## src/rtl/hpi_mbox_pkg.sv

```systemverilog
`timescale 1ns/1ps
package hpi_mbox_pkg;
  typedef enum logic [1:0] {
    HSEL_MBOX   = 2'd0,
    HSEL_STATUS = 2'd1,
    HSEL_BELL0  = 2'd2,
    HSEL_BELL1  = 2'd3
  } host_sel_e;

  // flag index doubles as host status bit position
  localparam int FLG_PEND  = 0;
  localparam int FLG_RX    = 1;
  localparam int FLG_TX    = 2;
  localparam int FLG_BELL0 = 3;
  localparam int FLG_BELL1 = 4;
  localparam int NUM_FLAGS = 5;

  localparam int CTL_SWAP_LO = 0;
  localparam int CTL_RX_EN   = 1;
  localparam int CTL_TX_EN   = 2;

  typedef struct packed {
    logic swap_hi;
    logic swap_lo;
    logic tx_en;
    logic rx_en;
  } ctrl_t;
endpackage

```

## src/rtl/hpi_lane_swap.sv

```systemverilog
`timescale 1ns/1ps
module hpi_lane_swap #(
  parameter int DATA_W = 16
) (
  input  logic              en,
  input  logic [DATA_W-1:0] din,
  output logic [DATA_W-1:0] dout
);
  localparam int HALF = DATA_W / 2;

  logic [DATA_W-1:0] crossed;

  for (genvar i = 0; i < HALF; i++) begin : g_lane
    assign crossed[i]        = din[i+HALF];
    assign crossed[i+HALF]   = din[i];
  end

  assign dout = en ? crossed : din;
endmodule

```

## src/rtl/hpi_flag_bank.sv

```systemverilog
`timescale 1ns/1ps
module hpi_flag_bank #(
  parameter int           N         = 5,
  parameter logic [N-1:0] RESET_VAL = '0
) (
  input  logic         clk,
  input  logic         rst_n,
  input  logic [N-1:0] set,
  input  logic [N-1:0] clr,
  output logic [N-1:0] q
);
  for (genvar i = 0; i < N; i++) begin : g_flag
    always_ff @(posedge clk) begin
      if (!rst_n)      q[i] <= RESET_VAL[i];
      else if (set[i]) q[i] <= 1'b1;   // set wins over clear
      else if (clr[i]) q[i] <= 1'b0;
    end
  end
endmodule

```

## src/rtl/hpi_ctrl_reg.sv

```systemverilog
`timescale 1ns/1ps
module hpi_ctrl_reg
  import hpi_mbox_pkg::*;
(
  input  logic  clk,
  input  logic  rst_n,
  input  logic  wr,
  input  ctrl_t wr_val,
  output ctrl_t ctrl,
  output logic  swap_on,
  output logic  cfg_err
);
  always_ff @(posedge clk) begin
    if (!rst_n) begin
      ctrl    <= '0;
      cfg_err <= 1'b0;
    end else if (wr) begin
      ctrl <= wr_val;
      if (wr_val.swap_hi != wr_val.swap_lo) cfg_err <= 1'b1;
    end
  end

  // mismatched pair resolves to straight-through lanes
  assign swap_on = ctrl.swap_hi & ctrl.swap_lo;
endmodule

```

## src/rtl/hpi_mbox_unit.sv

```systemverilog
`timescale 1ns/1ps
module hpi_mbox_unit
  import hpi_mbox_pkg::*;
#(
  parameter int          DATA_W     = 16,
  parameter int          ADDR_W     = 16,
  parameter logic [ADDR_W-1:0] ADDR_MBOX  = 16'hC0C6,
  parameter logic [ADDR_W-1:0] ADDR_CTRL  = 16'hC0C8,
  parameter logic [ADDR_W-1:0] ADDR_BELL0 = 16'h0144,
  parameter logic [ADDR_W-1:0] ADDR_BELL1 = 16'h0148
) (
  input  logic              clk,
  input  logic              rst_n,
  input  logic              cpu_wr,
  input  logic              cpu_rd,
  input  logic [ADDR_W-1:0] cpu_addr,
  input  logic [DATA_W-1:0] cpu_wdata,
  output logic [DATA_W-1:0] cpu_rdata,
  input  logic              host_wr,
  input  logic              host_rd,
  input  logic [1:0]        host_sel,
  input  logic [DATA_W-1:0] host_wdata,
  output logic [DATA_W-1:0] host_rdata,
  output logic              host_irq,
  output logic              cpu_irq_rxfull,
  output logic              cpu_irq_txempty
);
  localparam int HALF = DATA_W / 2;

  host_sel_e hsel;
  assign hsel = host_sel_e'(host_sel);

  // processor decode
  logic cpu_mbox_wr, cpu_mbox_rd, cpu_ctrl_wr, cpu_bell0_wr, cpu_bell1_wr;
  assign cpu_mbox_wr  = cpu_wr && (cpu_addr == ADDR_MBOX);
  assign cpu_mbox_rd  = cpu_rd && (cpu_addr == ADDR_MBOX);
  assign cpu_ctrl_wr  = cpu_wr && (cpu_addr == ADDR_CTRL);
  assign cpu_bell0_wr = cpu_wr && (cpu_addr == ADDR_BELL0);
  assign cpu_bell1_wr = cpu_wr && (cpu_addr == ADDR_BELL1);

  // host decode
  logic host_mbox_wr, host_mbox_rd, host_bell0_rd, host_bell1_rd;
  assign host_mbox_wr  = host_wr && (hsel == HSEL_MBOX);
  assign host_mbox_rd  = host_rd && (hsel == HSEL_MBOX);
  assign host_bell0_rd = host_rd && (hsel == HSEL_BELL0);
  assign host_bell1_rd = host_rd && (hsel == HSEL_BELL1);

  // control word
  ctrl_t ctrl_wval, ctrl;
  logic  swap_on, cfg_err, rx_en, tx_en;
  assign ctrl_wval = '{swap_hi: cpu_wdata[HALF],
                       swap_lo: cpu_wdata[CTL_SWAP_LO],
                       tx_en:   cpu_wdata[CTL_TX_EN],
                       rx_en:   cpu_wdata[CTL_RX_EN]};

  hpi_ctrl_reg u_ctrl (
    .clk     (clk),
    .rst_n   (rst_n),
    .wr      (cpu_ctrl_wr),
    .wr_val  (ctrl_wval),
    .ctrl    (ctrl),
    .swap_on (swap_on),
    .cfg_err (cfg_err)
  );
  assign rx_en = ctrl.rx_en;
  assign tx_en = ctrl.tx_en;

  // host lane swap, both directions
  logic [DATA_W-1:0] host_wdata_n, host_word;
  hpi_lane_swap #(.DATA_W(DATA_W)) u_swap_in (
    .en (swap_on), .din (host_wdata), .dout (host_wdata_n)
  );
  hpi_lane_swap #(.DATA_W(DATA_W)) u_swap_out (
    .en (swap_on), .din (host_word), .dout (host_rdata)
  );

  // mailbox storage: processor write wins a same-cycle collision
  logic [DATA_W-1:0] mbox_q;
  always_ff @(posedge clk) begin
    if (!rst_n)            mbox_q <= '0;
    else if (cpu_mbox_wr)  mbox_q <= cpu_wdata;
    else if (host_mbox_wr) mbox_q <= host_wdata_n;
  end

  // notification flags
  logic [NUM_FLAGS-1:0] flag_set, flag_clr, flag_q;
  always_comb begin
    flag_set            = '0;
    flag_clr            = '0;
    flag_set[FLG_PEND]  = cpu_mbox_wr;
    flag_clr[FLG_PEND]  = host_mbox_rd;
    flag_set[FLG_RX]    = host_mbox_wr && rx_en;
    flag_clr[FLG_RX]    = cpu_mbox_rd;
    flag_set[FLG_TX]    = host_mbox_rd && tx_en;
    flag_clr[FLG_TX]    = cpu_mbox_wr;
    flag_set[FLG_BELL0] = cpu_bell0_wr;
    flag_clr[FLG_BELL0] = host_bell0_rd;
    flag_set[FLG_BELL1] = cpu_bell1_wr;
    flag_clr[FLG_BELL1] = host_bell1_rd;
  end

  hpi_flag_bank #(.N(NUM_FLAGS), .RESET_VAL('0)) u_flags (
    .clk   (clk),
    .rst_n (rst_n),
    .set   (flag_set),
    .clr   (flag_clr),
    .q     (flag_q)
  );

  assign host_irq        = flag_q[FLG_PEND] | flag_q[FLG_BELL0] | flag_q[FLG_BELL1];
  assign cpu_irq_rxfull  = flag_q[FLG_RX];
  assign cpu_irq_txempty = flag_q[FLG_TX];

  // read paths
  logic [DATA_W-1:0] status_word, ctrl_word;
  assign status_word = {{(DATA_W-NUM_FLAGS){1'b0}}, flag_q};

  always_comb begin
    ctrl_word              = '0;
    ctrl_word[CTL_SWAP_LO] = ctrl.swap_lo;
    ctrl_word[CTL_RX_EN]   = ctrl.rx_en;
    ctrl_word[CTL_TX_EN]   = ctrl.tx_en;
    ctrl_word[HALF]        = ctrl.swap_hi;
    ctrl_word[DATA_W-1]    = cfg_err;
  end

  always_comb begin
    case (hsel)
      HSEL_MBOX:   host_word = mbox_q;
      HSEL_STATUS: host_word = status_word;
      default:     host_word = '0;
    endcase
  end

  always_comb begin
    if (cpu_addr == ADDR_MBOX)      cpu_rdata = mbox_q;
    else if (cpu_addr == ADDR_CTRL) cpu_rdata = ctrl_word;
    else                            cpu_rdata = '0;
  end
endmodule


```

## config.mk

```make
export PLATFORM = sky130hd
export DESIGN_NAME = hpi_mbox_unit
export DESIGN_NICKNAME = d
export VERILOG_FILES = /design/src/rtl/hpi_mbox_pkg.sv /design/src/rtl/hpi_lane_swap.sv /design/src/rtl/hpi_flag_bank.sv /design/src/rtl/hpi_ctrl_reg.sv /design/src/rtl/hpi_mbox_unit.sv
export SDC_FILE = /design/constraint.sdc
export NUM_CORES = 1
export LEC_CHECK = 0
export BUFFER_PORTS_ARGS = -buffer_cell sky130_fd_sc_hd__buf_2
export CELL_PAD_IN_SITES_DETAIL_PLACEMENT = 0
export CELL_PAD_IN_SITES_GLOBAL_PLACEMENT = 2
export CORE_ASPECT_RATIO = 1.5
export CORE_MARGIN = 2
export CORE_UTILIZATION = 26
export CTS_CLUSTER_SIZE = 28
export DETAILED_ROUTE_END_ITERATION = 10
export PLACE_DENSITY_LB_ADDON = 0.15
export SYNTH_ARGS = -nofsm -noshare
export SYNTH_HDL_FRONTEND = slang
export SYNTH_SLANG_ARGS = --single-unit
```

## constraint.sdc

```tcl
create_clock -name clk -period 2.6 [get_ports clk]
set_input_delay 0.26 -clock clk [delete_from_list [all_inputs] [get_ports clk]]
set_output_delay 0.26 -clock clk [all_outputs]
set_load 0.05 [all_outputs]
```

# Word level (Yosys, flattened, before mapping)
# Index checks and enable logic that the tools add are counted.
# totals
regBits	26
output_inout_bits	35
# op_classes
n_eq_ne	8
muxes	17
bitwise_logic	3
reduce_logical	19
# op_table
op	n
two-way mux 16 bit	6
equality test 16 bit (second input constant)	2
equality test 16 x 9 -> 1 bit (second input constant)	2
case mux 16 bit (2 select lines)	1
nonzero test 2 bit	6
logical AND 1 bit	11
two-way mux 1 bit	10
equality test 2 bit (second input constant)	2
equality test 2 x 1 -> 1 bit (second input constant)	1
logical NOT 2 bit	1
bitwise OR 1 bit	2
AND reduction 2 bit	1
AND 1 bit	1
inequality test 1 bit	1

# Logic depth before layout (Yosys ltp)
# Gate-level depths: netlist (run 1).
# depth
word_depth	4
mapped_depth	6

# Modules after synthesis
# Synthesis (run 1) repeated with hierarchy kept, for this count alone.
# unflattened
cells_unflattened	227
area_unflattened_um2	2205.9
# by_module_without_submodules
mod	instances	cells_each	area_per_inst_um2	seq_area_each_um2
hpi_mbox_unit	1	157	1297.5	320.3
hpi_lane_swap	2	18	249.0	0.0
hpi_flag_bank	1	15	206.4	100.1
hpi_ctrl_reg	1	19	203.9	100.1

# Worst setup path after synthesis (run 1)
# OpenSTA, ideal clock, no wires.
# synth_timing
path_type	reg2out
start	register, netlist name u_ctrl.ctrl[2]
end	output port host_rdata[2]
arrival_ps	1993
setup_slack_ps	347
path_stages_with_launch	6
cell_sequence	dfxtp_1 > nand2_1 > clkbuf_1 > buf_1 > nand3_1 > a21oi_1
# synth_via
elab_chain_cells	2
# synth_rtl
item	line	source
AND 1 bit	hpi_ctrl_reg.sv:24	assign swap_on = ctrl.swap_hi & ctrl.swap_lo;
two-way mux 16 bit	hpi_lane_swap.sv:18	assign dout = en ? crossed : din;
end, declared	hpi_mbox_unit.sv:23	output logic [DATA_W-1:0] host_rdata,
# Every way passes these cells.

# Final worst setup path (run 1)
# layout_timing
start	register, netlist name u_ctrl.ctrl[3]
end	output port host_rdata[15]
# layout_via
elab_chain_cells	2
# layout_rtl
item	line
AND 1 bit	hpi_ctrl_reg.sv:24
two-way mux 16 bit	hpi_lane_swap.sv:18
# Every way passes these cells.

==> results of run 1 <==
worst max path at each step:
stage / startpoint / to / slack [ns] / cells after the start
final: u_ctrl.ctrl[3]$_SDFFE_PN0P_ / host_rdata[15] / 0.37 / 5
after global placement: u_ctrl.ctrl[2]$_SDFFE_PN0P_ / host_rdata[15] / 0.60 / 5
after floorplan: u_ctrl.ctrl[2]$_SDFFE_PN0P_ / host_rdata[2] / 0.35 / 5
after detailed placement: u_ctrl.ctrl[3]$_SDFFE_PN0P_ / host_rdata[15] / 0.61 / 5
after global routing: u_ctrl.ctrl[3]$_SDFFE_PN0P_ / host_rdata[10] / 0.19 / 5
after CTS: u_ctrl.ctrl[3]$_SDFFE_PN0P_ / host_rdata[15] / 0.30 / 5
cell type report:
class / instances / area share
Inverter: 1 / 0.001405
Multi-Input combinational cell: 229 / 0.5255
Clock buffer: 3 / 0.02810
Timing Repair Buffer: 98 / 0.1911
Clock inverter: 1 / 0.01124
Tap cell: 102 / 0.04778
Sequential cell: 26 / 0.1948
metal layers:
layer	part of all wire	vias up	track usage
met5	0	-	0
li1	-	1118	-
met4	0.0088	0	0.03860
met1	0.42	997	0.2008
met2	0.52	67	0.2879
met3	0.048	4	0.02262
kinds of logic after synthesis:
| group | Yosys count |
|---|---|
| AOI/OAI and AO/OA | 71 |
| xor gates and xnor gates | 1 |
| buffers and inverters | 22 |
| DFF | 26 |
| muxes | 20 |
| and+or+nand+nor | 137 |
registers in the layout (all words and copies together) (netlist names):
signal / count
u_ctrl.cfg_err: 1
u_flags.q: 5
u_ctrl.ctrl: 4
mbox_q: 16
critical path, cell delays in order (launching register included):
cell	delay (ns)
dfxtp_1	0.39
and2_1	0.53
buf_4	0.29
nand2_1	0.07
a21oi_1	0.14
buf_2	0.28
layout by cell type, fill, tap and decap left out:
master and count:
buf_2 90, nand2_1 81, and2_1 27, dfxtp_1 26, o21ai_0 18, a21oi_1 16
a31oi_1 12, a21o_1 10, nand3_1 8, mux2i_1 8, mux2_2 8, buf_4 8
a22o_1 6, mux2_4 4, a31o_2 4, nor2_1 3, clkbuf_16 3, nor4_4 2
nor4bb_1 2, nand2b_1 2, o21a_1 2, nor4b_4 1, and4b_1 1, and4_2 1
nand2_2 1, and4bb_2 1, or2_2 1, and3_1 1, or3_1 1, nor3b_2 1
inv_1 1, nand3b_1 1, a21boi_0 1, or3_2 1, o22ai_1 1, nor4_2 1
xor2_1 1, o211ai_1 1, bufinv_16 1
power by group:
| part | switching (mW) | internal, mW | total, mW |
|---|---|---|---|
| Combinational | 0.0899 | 0.0743 | 0.164 |
| Sequential | 0.0133 | 0.411 | 0.424 |
| Clock | 0.157 | 0.307 | 0.464 |
| Total | 0.260 | 0.792 | 1.05 |
==> results.py, run 1 <==
metrics = {
    "outcome": {
        "status": "finished, final reports clean",
    },
    "logic_synthesis": {
        "synthArstFlopShare": 0,
        "synthTopCellsByCount": "nand2_1 (81), and2_1 (27), dfxtp_1 (26)",
        "synth-compound-area-share": 0.2210,
        "synth_top_area_frac": 0.2590,
        "yosysUniqueCellTypes": 38,
        "ys_ff_latch": 26,
        "synth-edff-count": 0,
        "synth_area_leaders": "dfxtp_1 (26%), nand2_1 (15%), and2_1 (8.4%)",
        "avgSynthCellArea_um2": 7.254,
        "netlist_instances": 277,
        "ys_seq_area_frac": 0.2590,
        "synth_top_family_by_area": "simple AND/OR/NAND/NOR gates",
        "synth_xor_area_frac": 0.004359,
        "synthAdderAreaFrac": 0,
        "synth_most_common_cell": "nand2_1",
        "synth-simple-area-share": 0.3562,
        "ys.warnings.count": 0,
        "ys.flop_type": "dfxtp_1",
        "syn_area_um2": 2009,
        "synthMuxAreaShare": 0.1146,
        "syn_nets": 333,
        "synth_top_cell_by_area": "dfxtp_1",
    },
    "worst_hold_path": {
        "hold_path.class": "input port to register",
        "holdPathStages": 3,
        "worstHoldStart": "cpu_wdata[1]",
        "whs_endpoint": "u_ctrl.ctrl[0]$_SDFFE_PN0P_",
    },
    "global_routing": {
        "grt_pass1_wl_mm": 10.74,
        "grt_antenna_before_repair": 0,
        "grt.overflow.total": 0,
        "grt_pass1_vias": 2212,
        "track_usage": 0.1628,
        "grt_max_degree": 44,
    },
    "floorplanning": {
        "rows": 39,
        "die_h_um": 111.7,
        "io-pin-count": 91,
        "dieArea_um2": 8462,
        "dieWidth_um": 75.78,
        "initial_core_util": 0.2657,
        "coreArea_um2": 7564,
    },
    "final_layout": {
        "layout-drive-gt1-share": 0.3575,
        "nNetsFinal": 415,
        "final_util": 0.3532,
        "final_cell_area_um2": 2671,
        "antenna_cells": 0,
        "finalNonFillerCells": 460,
        "multiInputGateArea_um2": 1404,
        "fillCellCount": 862,
        "areaGrowthSynthToFinish_pct": 32.94,
        "seq_area_um2": 520.5,
    },
    "job": {
        "max-cap-violations": 0,
    },
    "cts": {
        "path_clk_slew_ns": 0.07,
        "clock_sinks": 26,
        "post_cts_buffers": 0,
        "cts_hold_buf": 0,
        "cts.htree.levels": 1,
        "root_buffer": "clkbuf_16",
        "cts_tree": "built",
        "clockBufferDepth": 2,
        "clk_latency_ns": 0.27,
        "cts_resized": 0,
        "numCtsBuffers": 3,
    },
    "timing": {
        "tns_ns": 0,
        "slew_headroom": 0.5357,
        "hold_violations": 0,
        "grt_setup_unrepaired": "no",
        "timing.final.crit_period_ns": 2.233,
        "fmax_ghz": 0.4479,
        "postLayoutSetupSlackWorst_ns": 0.3672,
        "hold_slack_ns": 0.2812,
        "setup_viol": 0,
        "skew_ns": 0.007576,
        "worst_pin_slew_ns": 0.6948,
        "drv_slew": 0,
        "timing.final.crit_share": 0.8588,
    },
    "worst_setup_path": {
        "path_class": "register to primary output",
        "reg2reg_depth": 5,
        "worstPathArrival_ns": 1.97,
        "r2r_start": "u_ctrl.ctrl[2]$_SDFFE_PN0P_",
        "startpoint_type": "register",
        "r2r-end": "mbox_q[13]$_SDFFE_PN0P_",
        "end_kind": "primary output",
        "path_max_fanout": 16,
        "r2r_setup_slack_ns": 0.87,
        "required_ns": 2.34,
    },
    "placement": {
        "placed_cell_area_um2": 2566,
        "dpl.cell_count": 456,
        "portBuffers": 90,
        "pre_cts_ws_ns": 0.6080,
        "globalplace.congestion": 0.7473,
        "place_hpwl_mm": 5.025,
    },
    "drt": {
        "drc": 0,
        "routed_via_density": 4.752,
        "vias": 2186,
        "drt_iter0_drc": 82,
        "first_pass_iters": 4,
        "wirelength_mm": 6.674,
        "antenna_left": 0,
        "wl_per_cell_um": 14.51,
    },
    "power": {
        "power.density_nw_per_um2": 394.0,
        "p_leak_nw": 1.172,
        "power.total_mw": 1.052,
        "peakVddDrop_v": 0.0002253,
    },
}
(Power assumes the default switching activity.)
==> inputs of run 2 (changes only) <==
--- a/config.mk
+++ b/config.mk
@@ -6,11 +6,9 @@
 export NUM_CORES = 1
 export LEC_CHECK = 0
 export BUFFER_PORTS_ARGS = -buffer_cell sky130_fd_sc_hd__buf_2
-export CELL_PAD_IN_SITES_DETAIL_PLACEMENT = 0
-export CELL_PAD_IN_SITES_GLOBAL_PLACEMENT = 2
 export CORE_ASPECT_RATIO = 1.5
 export CORE_MARGIN = 2
-export CORE_UTILIZATION = 26
+export CORE_UTILIZATION = 51
 export CTS_CLUSTER_SIZE = 28
 export DETAILED_ROUTE_END_ITERATION = 10
 export PLACE_DENSITY_LB_ADDON = 0.15
==> results.py, run 2 (same netlist as run 1, synthesis figures left out) <==
metrics = {
    "power": {
        "pwr-share-clk": 0.368,
        "power.share.combinational": 0.174,
        "seqPwrFrac": 0.458,
        "power.density_nw_per_um2": 364.2,
        "peakVddDrop_v": 0.0003590,
        "p_leak_nw": 1.141,
        "p_switching_uw": 234.3,
        "internal-power_uw": 691.3,
        "p_sw_frac": 0.2531,
    },
    "drt": {
        "wirelength_mm": 5.340,
        "routed_via_density": 5.676,
        "drc": 0,
        "vias": 2259,
        "drt_iter0_drc": 58,
        "antenna_left": 0,
        "first_pass_iters": 4,
        "wl_per_cell_um": 13.42,
    },
    "timing": {
        "fmax_ghz": 0.4407,
        "hold_slack_ns": 0.2473,
        "setup_viol": 0,
        "timing.final.crit_period_ns": 2.269,
        "slew_headroom": 0.4896,
        "tns_ns": 0,
        "grt_setup_unrepaired": "no",
        "skew_ns": 0.004049,
        "postLayoutSetupSlackWorst_ns": 0.3307,
        "timing.final.crit_share": 0.8728,
        "hold_violations": 0,
        "drv_slew": 0,
        "worst_pin_slew_ns": 0.7592,
    },
    "floorplanning": {
        "dieArea_um2": 4468,
        "rows": 27,
        "dieWidth_um": 55.25,
        "coreArea_um2": 3716,
        "io-pin-count": 91,
        "initial_core_util": 0.5407,
        "die_h_um": 80.88,
    },
    "cts": {
        "post_cts_buffers": 0,
        "cts_resized": 0,
        "clockBufferDepth": 2,
        "root_buffer": "clkbuf_8",
        "path_clk_slew_ns": 0.09,
        "cts.htree.levels": 1,
        "clk_latency_ns": 0.28,
        "cts_hold_buf": 0,
        "numCtsBuffers": 3,
        "cts_tree": "built",
        "clock_sinks": 26,
    },
    "global_routing": {
        "grt_pass1_vias": 2066,
        "grt_pass1_wl_mm": 8.859,
        "grt_max_degree": 44,
        "grt_antenna_before_repair": 0,
        "track_usage": 0.2441,
        "grt.overflow.total": 0,
    },
    "placement": {
        "globalplace.congestion": 0.7933,
        "place_hpwl_mm": 4.033,
        "pre_cts_ws_ns": 0.6595,
        "dpl.cell_count": 394,
        "placed_cell_area_um2": 2470,
        "portBuffers": 90,
    },
    "final_layout": {
        "layout-drive-gt1-share": 0.3521,
        "layout.cells.most_common": "buf_2",
        "areaGrowthSynthToFinish_pct": 26.46,
        "final_cell_mix": "buf_2 (90), nand2_1 (81), and2_1 (27)",
        "top_register": "mbox_q",
        "nNetsFinal": 412,
        "finalNonFillerCells": 398,
        "largest_reg_flops": 16,
        "top_regs": "mbox_q x16, u_flags.q x5, u_ctrl.ctrl x4",
        "final_cell_area_um2": 2541,
        "antenna_cells": 0,
    },
    "worst_hold_path": {
        "hold_path.class": "input port to register",
    },
    "worst_setup_path": {
        "required_ns": 2.34,
        "end_kind": "primary output",
        "path_max_fanout": 20,
        "path_class": "register to primary output",
        "worstPathArrival_ns": 2.01,
        "startpoint_type": "register",
    },
    "outcome": {
        "status": "finished, final reports clean",
    },
    "job": {
        "max-cap-violations": 0,
    },
}
[run 2: power by group through the flow]
stage / Combinational [mW] / Clock (mW) / Sequential (mW)
5_1_grt: 0.179 / 0.360 / 0.426
2_1_floorplan: 0.0934 / 0 / 0.428
6_report: 0.161 / 0.341 / 0.424
3_3_place_gp: 0.158 / 0 / 0.433
4_1_cts: 0.162 / 0.344 / 0.424
3_5_place_dp: 0.161 / 0 / 0.433
[run 2: final timing paths]
check,cells past startpoint,start,to,slack (ns)
max,5,u_ctrl.ctrl[2]$_SDFFE_PN0P_,host_rdata[7],0.33
min,3,cpu_wdata[1],u_ctrl.ctrl[0]$_SDFFE_PN0P_,0.25
max reg2reg,5,u_ctrl.ctrl[3]$_SDFFE_PN0P_,mbox_q[14]$_SDFFE_PN0P_,0.86
min reg2reg,2,u_ctrl.ctrl[0]$_SDFFE_PN0P_,u_ctrl.ctrl[0]$_SDFFE_PN0P_,0.49
[run 2: critical path, stage by stage, from the launching register on]
cell and delay (ns):
dfxtp_1 0.36, nand2_1 0.49, buf_4 0.34, nand2_1 0.07
a21oi_1 0.17, buf_2 0.29
[run 2: per-layer routing]
layer / global-route usage / share of wire / up-vias
met4: 0.1024 / 0.021 / 0
met1: 0.2695 / 0.40 / 1042
met2: 0.4560 / 0.50 / 91
met3: 0.04459 / 0.077 / 10
met5: 0 / 0 / -
li1: - / - / 1116
[run 2: stage by stage]
stage / power (mW) / utilization
floorplan: 0.5215 / -
global placement: 0.5910 / 0.6646
detailed placement: 0.5939 / 0.6646
CTS: 0.9298 / 0.6838
global route: 0.9651 / 0.6838
finish: 0.9256 / 0.6838
[run 2: final cells by class]
| cell class | instances | area [um^2] |
|---|---|---|
| sequential | 26 | 520.5 |
| clock inverter | 1 | 30.03 |
| clock buffer | 3 | 41.29 |
| inverter | 1 | 3.754 |
| tap | 43 | 53.80 |
| multi-input combinational | 229 | 1404 |
| timing repair buffer | 95 | 488.0 |
| fill | 361 | 1175 |
